--- config.mk ---
export PLATFORM = sky130hd
export DESIGN_NAME = dual_circ_agen
export DESIGN_NICKNAME = d
export VERILOG_FILES = /design/src/rtl/agen_pkg.sv /design/src/rtl/agen_regfile.sv /design/src/rtl/agen_step.sv /design/src/rtl/dual_circ_agen.sv
export SDC_FILE = /design/constraint.sdc
export NUM_CORES = 2
export LEC_CHECK = 0
export ABC_AREA = 1
export ABC_CLOCK_PERIOD_IN_PS = 6750
export BUFFER_PORTS_ARGS = -buffer_cell sky130_fd_sc_hd__buf_2
export CORE_MARGIN = 1.5
export CORE_UTILIZATION = 58
export DETAILED_ROUTE_END_ITERATION = 7
export MAX_ROUTING_LAYER = met4
export PLACE_DENSITY = 0.86
export SLEW_MARGIN = 20
export SYNTH_ARGS = -nofsm -noshare
export SYNTH_HDL_FRONTEND = slang
export SYNTH_HIERARCHICAL = 1
export SYNTH_SLANG_ARGS = --single-unit
--- constraint.sdc ---
create_clock -name clk -period 6.75 [get_ports clk]
set_clock_uncertainty 0.05 [all_clocks]
set_input_delay 1.0125 -clock clk [delete_from_list [all_inputs] [get_ports clk]]
set_output_delay 1.0125 -clock clk [all_outputs]
set_load 0.03 [all_outputs]
--- src/rtl/agen_pkg.sv ---
package agen_pkg;
   typedef enum logic [1:0] {
      REG_IDX  = 2'd0,
      REG_MOD  = 2'd1,
      REG_LEN  = 2'd2,
      REG_BASE = 2'd3
   } agen_reg_e;
endpackage

--- src/rtl/agen_regfile.sv ---
module agen_regfile #(
   parameter int AW    = 32,
   parameter int NSETS = 4,
   parameter int SW    = 2
) (
   input  logic          clk,
   input  logic          rst_n,
   input  logic          wr_en,
   input  logic [1:0]    wr_kind,
   input  logic [SW-1:0] wr_set,
   input  logic [AW-1:0] wr_data,
   input  logic          upd0_en,
   input  logic [SW-1:0] upd0_set,
   input  logic [AW-1:0] upd0_val,
   input  logic          upd1_en,
   input  logic [SW-1:0] upd1_set,
   input  logic [AW-1:0] upd1_val,
   input  logic [SW-1:0] rd0_set,
   input  logic [SW-1:0] rd1_set,
   output logic [AW-1:0] rd0_idx,
   output logic [AW-1:0] rd0_mod,
   output logic [AW-1:0] rd0_len,
   output logic [AW-1:0] rd0_base,
   output logic [AW-1:0] rd1_idx,
   output logic [AW-1:0] rd1_mod,
   output logic [AW-1:0] rd1_len,
   output logic [AW-1:0] rd1_base
);
   import agen_pkg::*;

   logic [AW-1:0] idx_arr  [NSETS];
   logic [AW-1:0] mod_arr  [NSETS];
   logic [AW-1:0] len_arr  [NSETS];
   logic [AW-1:0] base_arr [NSETS];

   for (genvar g = 0; g < NSETS; g++) begin : g_set
      localparam logic [SW-1:0] MY = SW'(g);
      logic [AW-1:0] idx_q, mod_q, len_q, base_q;
      logic          hit;
      assign hit = wr_en && (wr_set == MY);

      // priority: register write, then generator 0, then generator 1
      always_ff @(posedge clk) begin
         if (!rst_n) begin
            idx_q <= '0;
         end else if (hit && wr_kind == REG_IDX) begin
            idx_q <= wr_data;
         end else if (upd0_en && upd0_set == MY) begin
            idx_q <= upd0_val;
         end else if (upd1_en && upd1_set == MY) begin
            idx_q <= upd1_val;
         end
      end

      always_ff @(posedge clk) begin
         if (!rst_n) begin
            mod_q  <= '0;
            len_q  <= '0;
            base_q <= '0;
         end else if (hit) begin
            if (wr_kind == REG_MOD)  mod_q  <= wr_data;
            if (wr_kind == REG_LEN)  len_q  <= wr_data;
            if (wr_kind == REG_BASE) base_q <= wr_data;
         end
      end

      assign idx_arr[g]  = idx_q;
      assign mod_arr[g]  = mod_q;
      assign len_arr[g]  = len_q;
      assign base_arr[g] = base_q;
   end

   assign rd0_idx  = idx_arr[rd0_set];
   assign rd0_mod  = mod_arr[rd0_set];
   assign rd0_len  = len_arr[rd0_set];
   assign rd0_base = base_arr[rd0_set];
   assign rd1_idx  = idx_arr[rd1_set];
   assign rd1_mod  = mod_arr[rd1_set];
   assign rd1_len  = len_arr[rd1_set];
   assign rd1_base = base_arr[rd1_set];
endmodule

--- src/rtl/agen_step.sv ---
module agen_step #(
   parameter int AW      = 32,
   parameter bit WRAP_EN = 1'b1
) (
   input  logic [AW-1:0] cur_idx,
   input  logic [AW-1:0] step,
   input  logic [AW-1:0] len,
   input  logic [AW-1:0] base,
   output logic [AW-1:0] nxt
);
   logic [AW-1:0] sum;
   assign sum = cur_idx + step;

   if (WRAP_EN) begin : g_circ
      logic [AW:0] win_end;
      assign win_end = {1'b0, base} + {1'b0, len};
      always_comb begin
         nxt = sum;
         if (len != '0) begin
            if ({1'b0, sum} >= win_end) nxt = sum - len;
            else if (sum < base)        nxt = sum + len;
         end
      end
   end else begin : g_lin
      logic unused_win;
      assign unused_win = ^{len, base};
      assign nxt = sum;
   end
endmodule

--- src/rtl/dual_circ_agen.sv ---
module dual_circ_agen #(
   parameter int AW      = 32,
   parameter int NSETS   = 4,
   parameter bit WRAP_EN = 1'b1,
   localparam int SW     = (NSETS > 1) ? $clog2(NSETS) : 1
) (
   input  logic          clk,
   input  logic          rst_n,
   input  logic          req0_valid,
   input  logic [SW-1:0] req0_set,
   input  logic          req0_use_imm,
   input  logic [AW-1:0] req0_imm,
   input  logic          req0_postmod,
   input  logic          req1_valid,
   input  logic [SW-1:0] req1_set,
   input  logic          req1_use_imm,
   input  logic [AW-1:0] req1_imm,
   input  logic          req1_postmod,
   input  logic          wr_en,
   input  logic [1:0]    wr_kind,
   input  logic [SW-1:0] wr_set,
   input  logic [AW-1:0] wr_data,
   output logic [AW-1:0] addr0,
   output logic [AW-1:0] addr1,
   output logic [AW-1:0] nidx0,
   output logic [AW-1:0] nidx1
);
   if (AW < 8) begin : g_bad_aw
      $error("dual_circ_agen: AW must be at least 8");
   end
   if (NSETS < 2 || (NSETS & (NSETS - 1)) != 0) begin : g_bad_sets
      $error("dual_circ_agen: NSETS must be a power of two, at least 2");
   end

   localparam int NGEN = 2;

   logic [SW-1:0] sel    [NGEN];
   logic          useimm [NGEN];
   logic [AW-1:0] imm    [NGEN];
   logic [AW-1:0] r_idx  [NGEN];
   logic [AW-1:0] r_mod  [NGEN];
   logic [AW-1:0] r_len  [NGEN];
   logic [AW-1:0] r_base [NGEN];
   logic [AW-1:0] nxt    [NGEN];

   assign sel[0]    = req0_set;
   assign sel[1]    = req1_set;
   assign useimm[0] = req0_use_imm;
   assign useimm[1] = req1_use_imm;
   assign imm[0]    = req0_imm;
   assign imm[1]    = req1_imm;

   agen_regfile #(.AW(AW), .NSETS(NSETS), .SW(SW)) u_rf (
      .clk      (clk),
      .rst_n    (rst_n),
      .wr_en    (wr_en),
      .wr_kind  (wr_kind),
      .wr_set   (wr_set),
      .wr_data  (wr_data),
      .upd0_en  (req0_valid && req0_postmod),
      .upd0_set (req0_set),
      .upd0_val (nxt[0]),
      .upd1_en  (req1_valid && req1_postmod),
      .upd1_set (req1_set),
      .upd1_val (nxt[1]),
      .rd0_set  (sel[0]),
      .rd1_set  (sel[1]),
      .rd0_idx  (r_idx[0]),
      .rd0_mod  (r_mod[0]),
      .rd0_len  (r_len[0]),
      .rd0_base (r_base[0]),
      .rd1_idx  (r_idx[1]),
      .rd1_mod  (r_mod[1]),
      .rd1_len  (r_len[1]),
      .rd1_base (r_base[1])
   );

   for (genvar k = 0; k < NGEN; k++) begin : g_gen
      logic [AW-1:0] step;
      assign step = useimm[k] ? imm[k] : r_mod[k];
      agen_step #(.AW(AW), .WRAP_EN(WRAP_EN)) u_step (
         .cur_idx (r_idx[k]),
         .step    (step),
         .len     (r_len[k]),
         .base    (r_base[k]),
         .nxt     (nxt[k])
      );
   end

   assign addr0 = r_idx[0];
   assign addr1 = r_idx[1];
   assign nidx0 = nxt[0];
   assign nidx1 = nxt[1];
endmodule

==> results of run 1 <==
[cell families after synthesis]
logic type               share of synthesized area
buffers and inverters                        0.102
AO/OA/AOI/OAI                                0.223
flip-flops                                   0.209
XOR/XNOR                                    0.0397
adder cells (fa/ha/maj)                     0.0980
AND/OR/NAND/NOR                              0.329
[stage by stage]
step	setup TNS, ps	instances	hold WS, ps
4_1_cts	-5420	11100	417
3_5_place_dp	-70040	10800	406
3_3_place_gp	-49320	10800	399
2_1_floorplan	-141	8415	388
[cells in the mapped netlist (all sizes together) (4+ instances only)]
cell type	count	area share
fa	8	0.0033
xor2	170	0.030
o21bai	28	0.0043
inv	731	0.056
nand4	98	0.012
dfxtp	512	0.21
o211ai	13	0.0020
o21a	17	0.0026
a211oi	14	0.0021
a221oi	9	0.0017
nand3	303	0.032
or2	4	0.00051
nor4	39	0.0050
nor3	41	0.0045
clkinv	13	0.00099
clkbuf	364	0.028
xnor2	53	0.0094
o2111ai	6	0.0011
nand3b	8	0.0012
o21ai	1186	0.12
buf	138	0.017
a21oi	497	0.051
a21boi	20	0.0031
ha	372	0.095
a31oi	26	0.0033
o22ai	192	0.024
nor2	1614	0.13
a21o	26	0.0040
nand2	1891	0.15
[metal layers]
| layer | overflow | track usage |
|---|---|---|
| met2 | 0 | 0.887 |
| met1 | 0 | 0.721 |
| met4 | 1 | 0.663 |
| met5 | - | - |
| met3 | 0 | 0.525 |
[timing repair]
| item | in CTS |
|---|---|
| gates cloned | 37 |
| pin swaps | 193 |
| endpoints found under the setup margin | 64 |
| resized for setup | 930 |
| buffers inserted | 157 |
==> metrics.md, run 1 <==
| Metric | Value |
|---|---|
| Root Buffer | `clkbuf_16` |
| Initial Utilization | `0.586` |
| Number of synthesized flops with an enable pin | `0` |
| YS warnings | `6` |
| Fail Step | `global routing (5_1_grt)` |
| H-tree Lvls | `2` |
| Clock Tree Buf Depth | `3` |
| Placed Area | `62300 sq um` |
| Overall Global Routing Usage | `0.718` |
| Post-synth ARST share | `0` |
| Die Wd | `between 200 and 300 um` |
| Post-CTS Hold Fix Bufs | `0` |
| Unique masters post-synth | `59` |
| Die Ht | `294 um` |
| Sink Count | `just over 500` |
| Error msg | `[ERROR GRT-0232] Routing congestion too high. Check the congestion heatmap in the GUI.` |
| Netlist Area Pre-Place | `between 40000 and 50000 sq um` |
| Syn_nets | `slightly below 9000` |
| Pre-CTS setup slack | `-839 ps` |
| Post-Syn Instances | `8415` |
| Register area share after synthesis | `0.209` |
| Port-buffer cells | `240` |
| Mean Syn Cell Area | `between 5 and 6 sq um` |
| Cell Rows | `106` |
| Post-synth top flop | `dfxtp_1` |
| I/O pin cnt | `241` |
| Remaining global-route overflow | `1` |
| Dpl hpwl | `around 200 mm` |
| Run status | `did not finish` |
| Largest net degree at the start of global routing | `252` |
| TritonCTS Buffers | `53` |
| Flops & latches, synth | `a little over 500` |
| GP Congestion | `1.23` |
==> inputs of run 2 (changes only) <==
ABC_CLOCK_PERIOD_IN_PS = 8800   (was 6750)
CORE_UTILIZATION = 40   (was 58)
MAX_ROUTING_LAYER = unset   (was met4)
PLACE_DENSITY = unset   (was 0.86)
PLACE_DENSITY_LB_ADDON = 0.15   (was unset)
clock period = 8.8 ns   (was 6.75 ns; I/O delays follow)
==> run 2 against run 1 <==
Effect of this change: the flow now finishes without violations; synthesized cell count did not move; area after synthesis did not move.
==> metrics.md, run 2 <==
| Metric | Value |
|---|---|
| Run status | `finished clean` |
| Final ANT Viol Nets | `0` |
| Final net count | `9493` |
| Post-Syn Instances | `8415 (unchanged)` |
| Overall Global Routing Usage | `0.435` |
| DRC Markers | `0` |
| Most common cell in the netlist | `nand2_1` |
| Root Buffer | `clkbuf_16` |
| Cell Rows | `128 (+21%)` |
| Fin cells | `about 11000` |
| DR pass1 iterations | `6` |
| Max VDD drop | `just over 0.4 mV` |
| Clock Tree Buf Depth | `3 (unchanged)` |
| Tmin final | `8660 ps` |
| Slew headroom | `0.163` |
| Post-CTS Hold Fix Bufs | `0 (unchanged)` |
| Final Hold Viols | `0` |
| Flops & latches, synth | `512 (unchanged)` |
| Die area | `approximately 120000 sq um` |
| WL final | `284 mm` |
| Main area contributors after synthesis | `dfxtp_1 21%, nand2_1 14%, nor2_1 12%` |
| Syn_nets | `8908 (unchanged)` |
| Vias in the first global route | `roughly 56000` |
| Cell accounting for the most synthesized area | `dfxtp_1` |
| Port-buffer cells | `240 (unchanged)` |
| Initial antenna violation count | `15` |
| Die Wd | `354 um (+20%)` |
| Routed via count | `approximately 62000` |
| Worst-Margin Slew | `1250 ps` |
| # fillers | `13000` |
| YS warnings | `6 (unchanged)` |
| CTS tree | `built` |
| Final Power | `17.7 mW` |
| Register area share after synthesis | `0.209 (unchanged)` |
| Critical path arrival | `7290 ps` |
| Max-cap violation count | `0` |
| Netlist Area Pre-Place | `49100 sq um (unchanged)` |
| Count of final setup violators | `0` |
| TritonCTS Buffers | `66 (+25%)` |
| CP required | `7430 ps` |
| H-tree Lvls | `3 (+1)` |
| Kind of critical path | `input port to output port` |
| Largest net degree at the start of global routing | `118` |
| Critical-path top delay cell | `ha_1` |
| Critical Path Fanout Max | `53` |
| Clock Latency Late Sink | `720 ps` |
| Number of synthesized flops with an enable pin | `0 (unchanged)` |
| Dpl hpwl | `213 mm (+6.6%)` |
| HP Class | `flip-flop to flip-flop` |
| Most Frequent Cell on Critical Path | `nand2_1` |
| Mean Syn Cell Area | `5.84 sq um (unchanged)` |
| Power Density | `298 nW/um^2` |
| Avg WL per Cell | `26.6 um` |
| Endpoint class of the critical path | `output port` |
| Unique masters post-synth | `59 (unchanged)` |
| Synth cell count leaders | `1845 x nand2_1, 1590 x nor2_1, 1115 x o21ai_0` |
| Initial Utilization | `0.403 (-0.183)` |
| Initial detailed-routing violation count | `roughly 8300` |
| P_leak | `29.7 nW` |
| Commonest non-fill, non-tap cells in the layout | `1827 x nand2_1, 1580 x nor2_1, 1095 x o21ai_0` |
| First-pass GRT wire length | `399 mm` |
| P&R area growth vs syn | `21.2%` |
| GP Congestion | `1.08 (-12%)` |
| Post-synth top flop | `dfxtp_1` |
| Max-slew violation count | `0` |
| Sink Count | `512 (unchanged)` |
| Most common cell after layout, fill and taps aside | `nand2_1` |
| Maximum clock frequency | `115 MHz` |
| Dominant delay contributor by cell family on the critical path | `simple AND/OR/NAND/NOR gates` |
| CP max stage delay | `between 300 and 400 ps` |
| Post-synth ARST share | `0 (unchanged)` |
| Die Ht | `354 um (+20%)` |
| Top cell type's share of synthesized area | `0.209 (unchanged)` |
| Remaining global-route overflow | `0` |
| I/O pin cnt | `241 (unchanged)` |
| Tcrit/Tclk final | `0.984` |
| Buffers plus inverters on the worst setup path | `9` |
| Share of cells above drive strength 1 | `0.146` |
| Vias per cell | `5.82` |
| Core Util, Final | `0.489` |
| Core area | `around 120000 sq um` |
| CP startpoint kind | `input port` |
| Clk slew on worst S/H paths | `50 ps` |
| Placed cells | `10600 (-2.1%)` |
## run 2: cell counts after synthesis
Identical to the previous run, type by type.
## run 2: per-stage QoR
stage / worst slack [ps] / setup TNS, ps / cell area [sq um] / hold WS, ps
floorplan: 862 / 0 / 49100 / 388
global placement: 106 / 0 / 56900 / 401
detailed placement: 113 / 0 / 56900 / 406
CTS: 86.6 / 0 / 59100 / 416
global route: -19.1 / -20.0 / 59500 / 434
finish: 138 / 0 / 59500 / 414
## run 2: layer usage
metal / routed length (um) / track usage / share of wire / vias to the layer above
met5: 43 / 0 / 0.00015 / -
li1: - / - / - / 28700
met4: 22100 / 0.280 / 0.078 / 8
met3: 33800 / 0.126 / 0.12 / 748
met2: 117000 / 0.646 / 0.41 / 3618
met1: 111000 / 0.548 / 0.39 / 29000
## run 2: path summary, 6_finish.rpt
check                           slack, ps                        to  cells past startpoint                      from
worst min-delay path                  410  u_rf/g_set[0].base_q[28]                      2  u_rf/g_set[0].base_q[28]
worst max-delay path                  140                  nidx1[0]                     36               req1_set[0]
worst max register to register       2120   u_rf/g_set[3].idx_q[12]                     40   u_rf/g_set[2].mod_q[17]
worst min register to register        410  u_rf/g_set[0].base_q[28]                      2  u_rf/g_set[0].base_q[28]
## run 2: timing repair
action / 4_1_cts / 5_1_grt
resized for setup: 0 / 82
setup buffers: 0 / 3
setup endpoints to repair: 0 / 64
## run 2: power by group
part | internal [mW] | total [mW] | switching (mW)
combinational | 4.15 | 12.3 | 8.14
sequential | 2.42 | 2.49 | 0.0703
clock | 1.71 | 2.94 | 1.23
total | 8.28 | 17.7 | 9.44
## run 2: cells by family (layout without fill, tap and decap cells)
logic type,count (synthesis),in the layout,share of synthesized area
compound gates,2048,2048,0.223
xor+xnor,223,223,0.0397
fa+ha+maj,380,380,0.0980
buf+inv,1246,1876,0.102
flops,512,512,0.209
other cells,0,2,0
simple gates,4006,4007,0.329
## run 2: worst reg2reg max path: cells and delay by family (launching register included)
kind	cells	cell delay [ps]
AND/OR/NAND/NOR	23	2800
adder cells (fa/ha/maj)	2	710
flip-flops	1	350
XOR/XNOR	1	150
AO/OA/AOI/OAI	8	1330
buffers and inverters	6	1110
## run 2: final cells by class
class,count,area (sq um),area share
diodes,2,5.00,0.0000841
clock buffers,94,1920,0.0322
clock inverters,20,367,0.00616
inverters,744,2850,0.0479
multi-input cells,6658,34300,0.575
flip-flops and latches,512,10200,0.172
well taps,1625,2030,0.0341
repair buffers,1018,7860,0.132
Power figures use the tool's default switching activity.
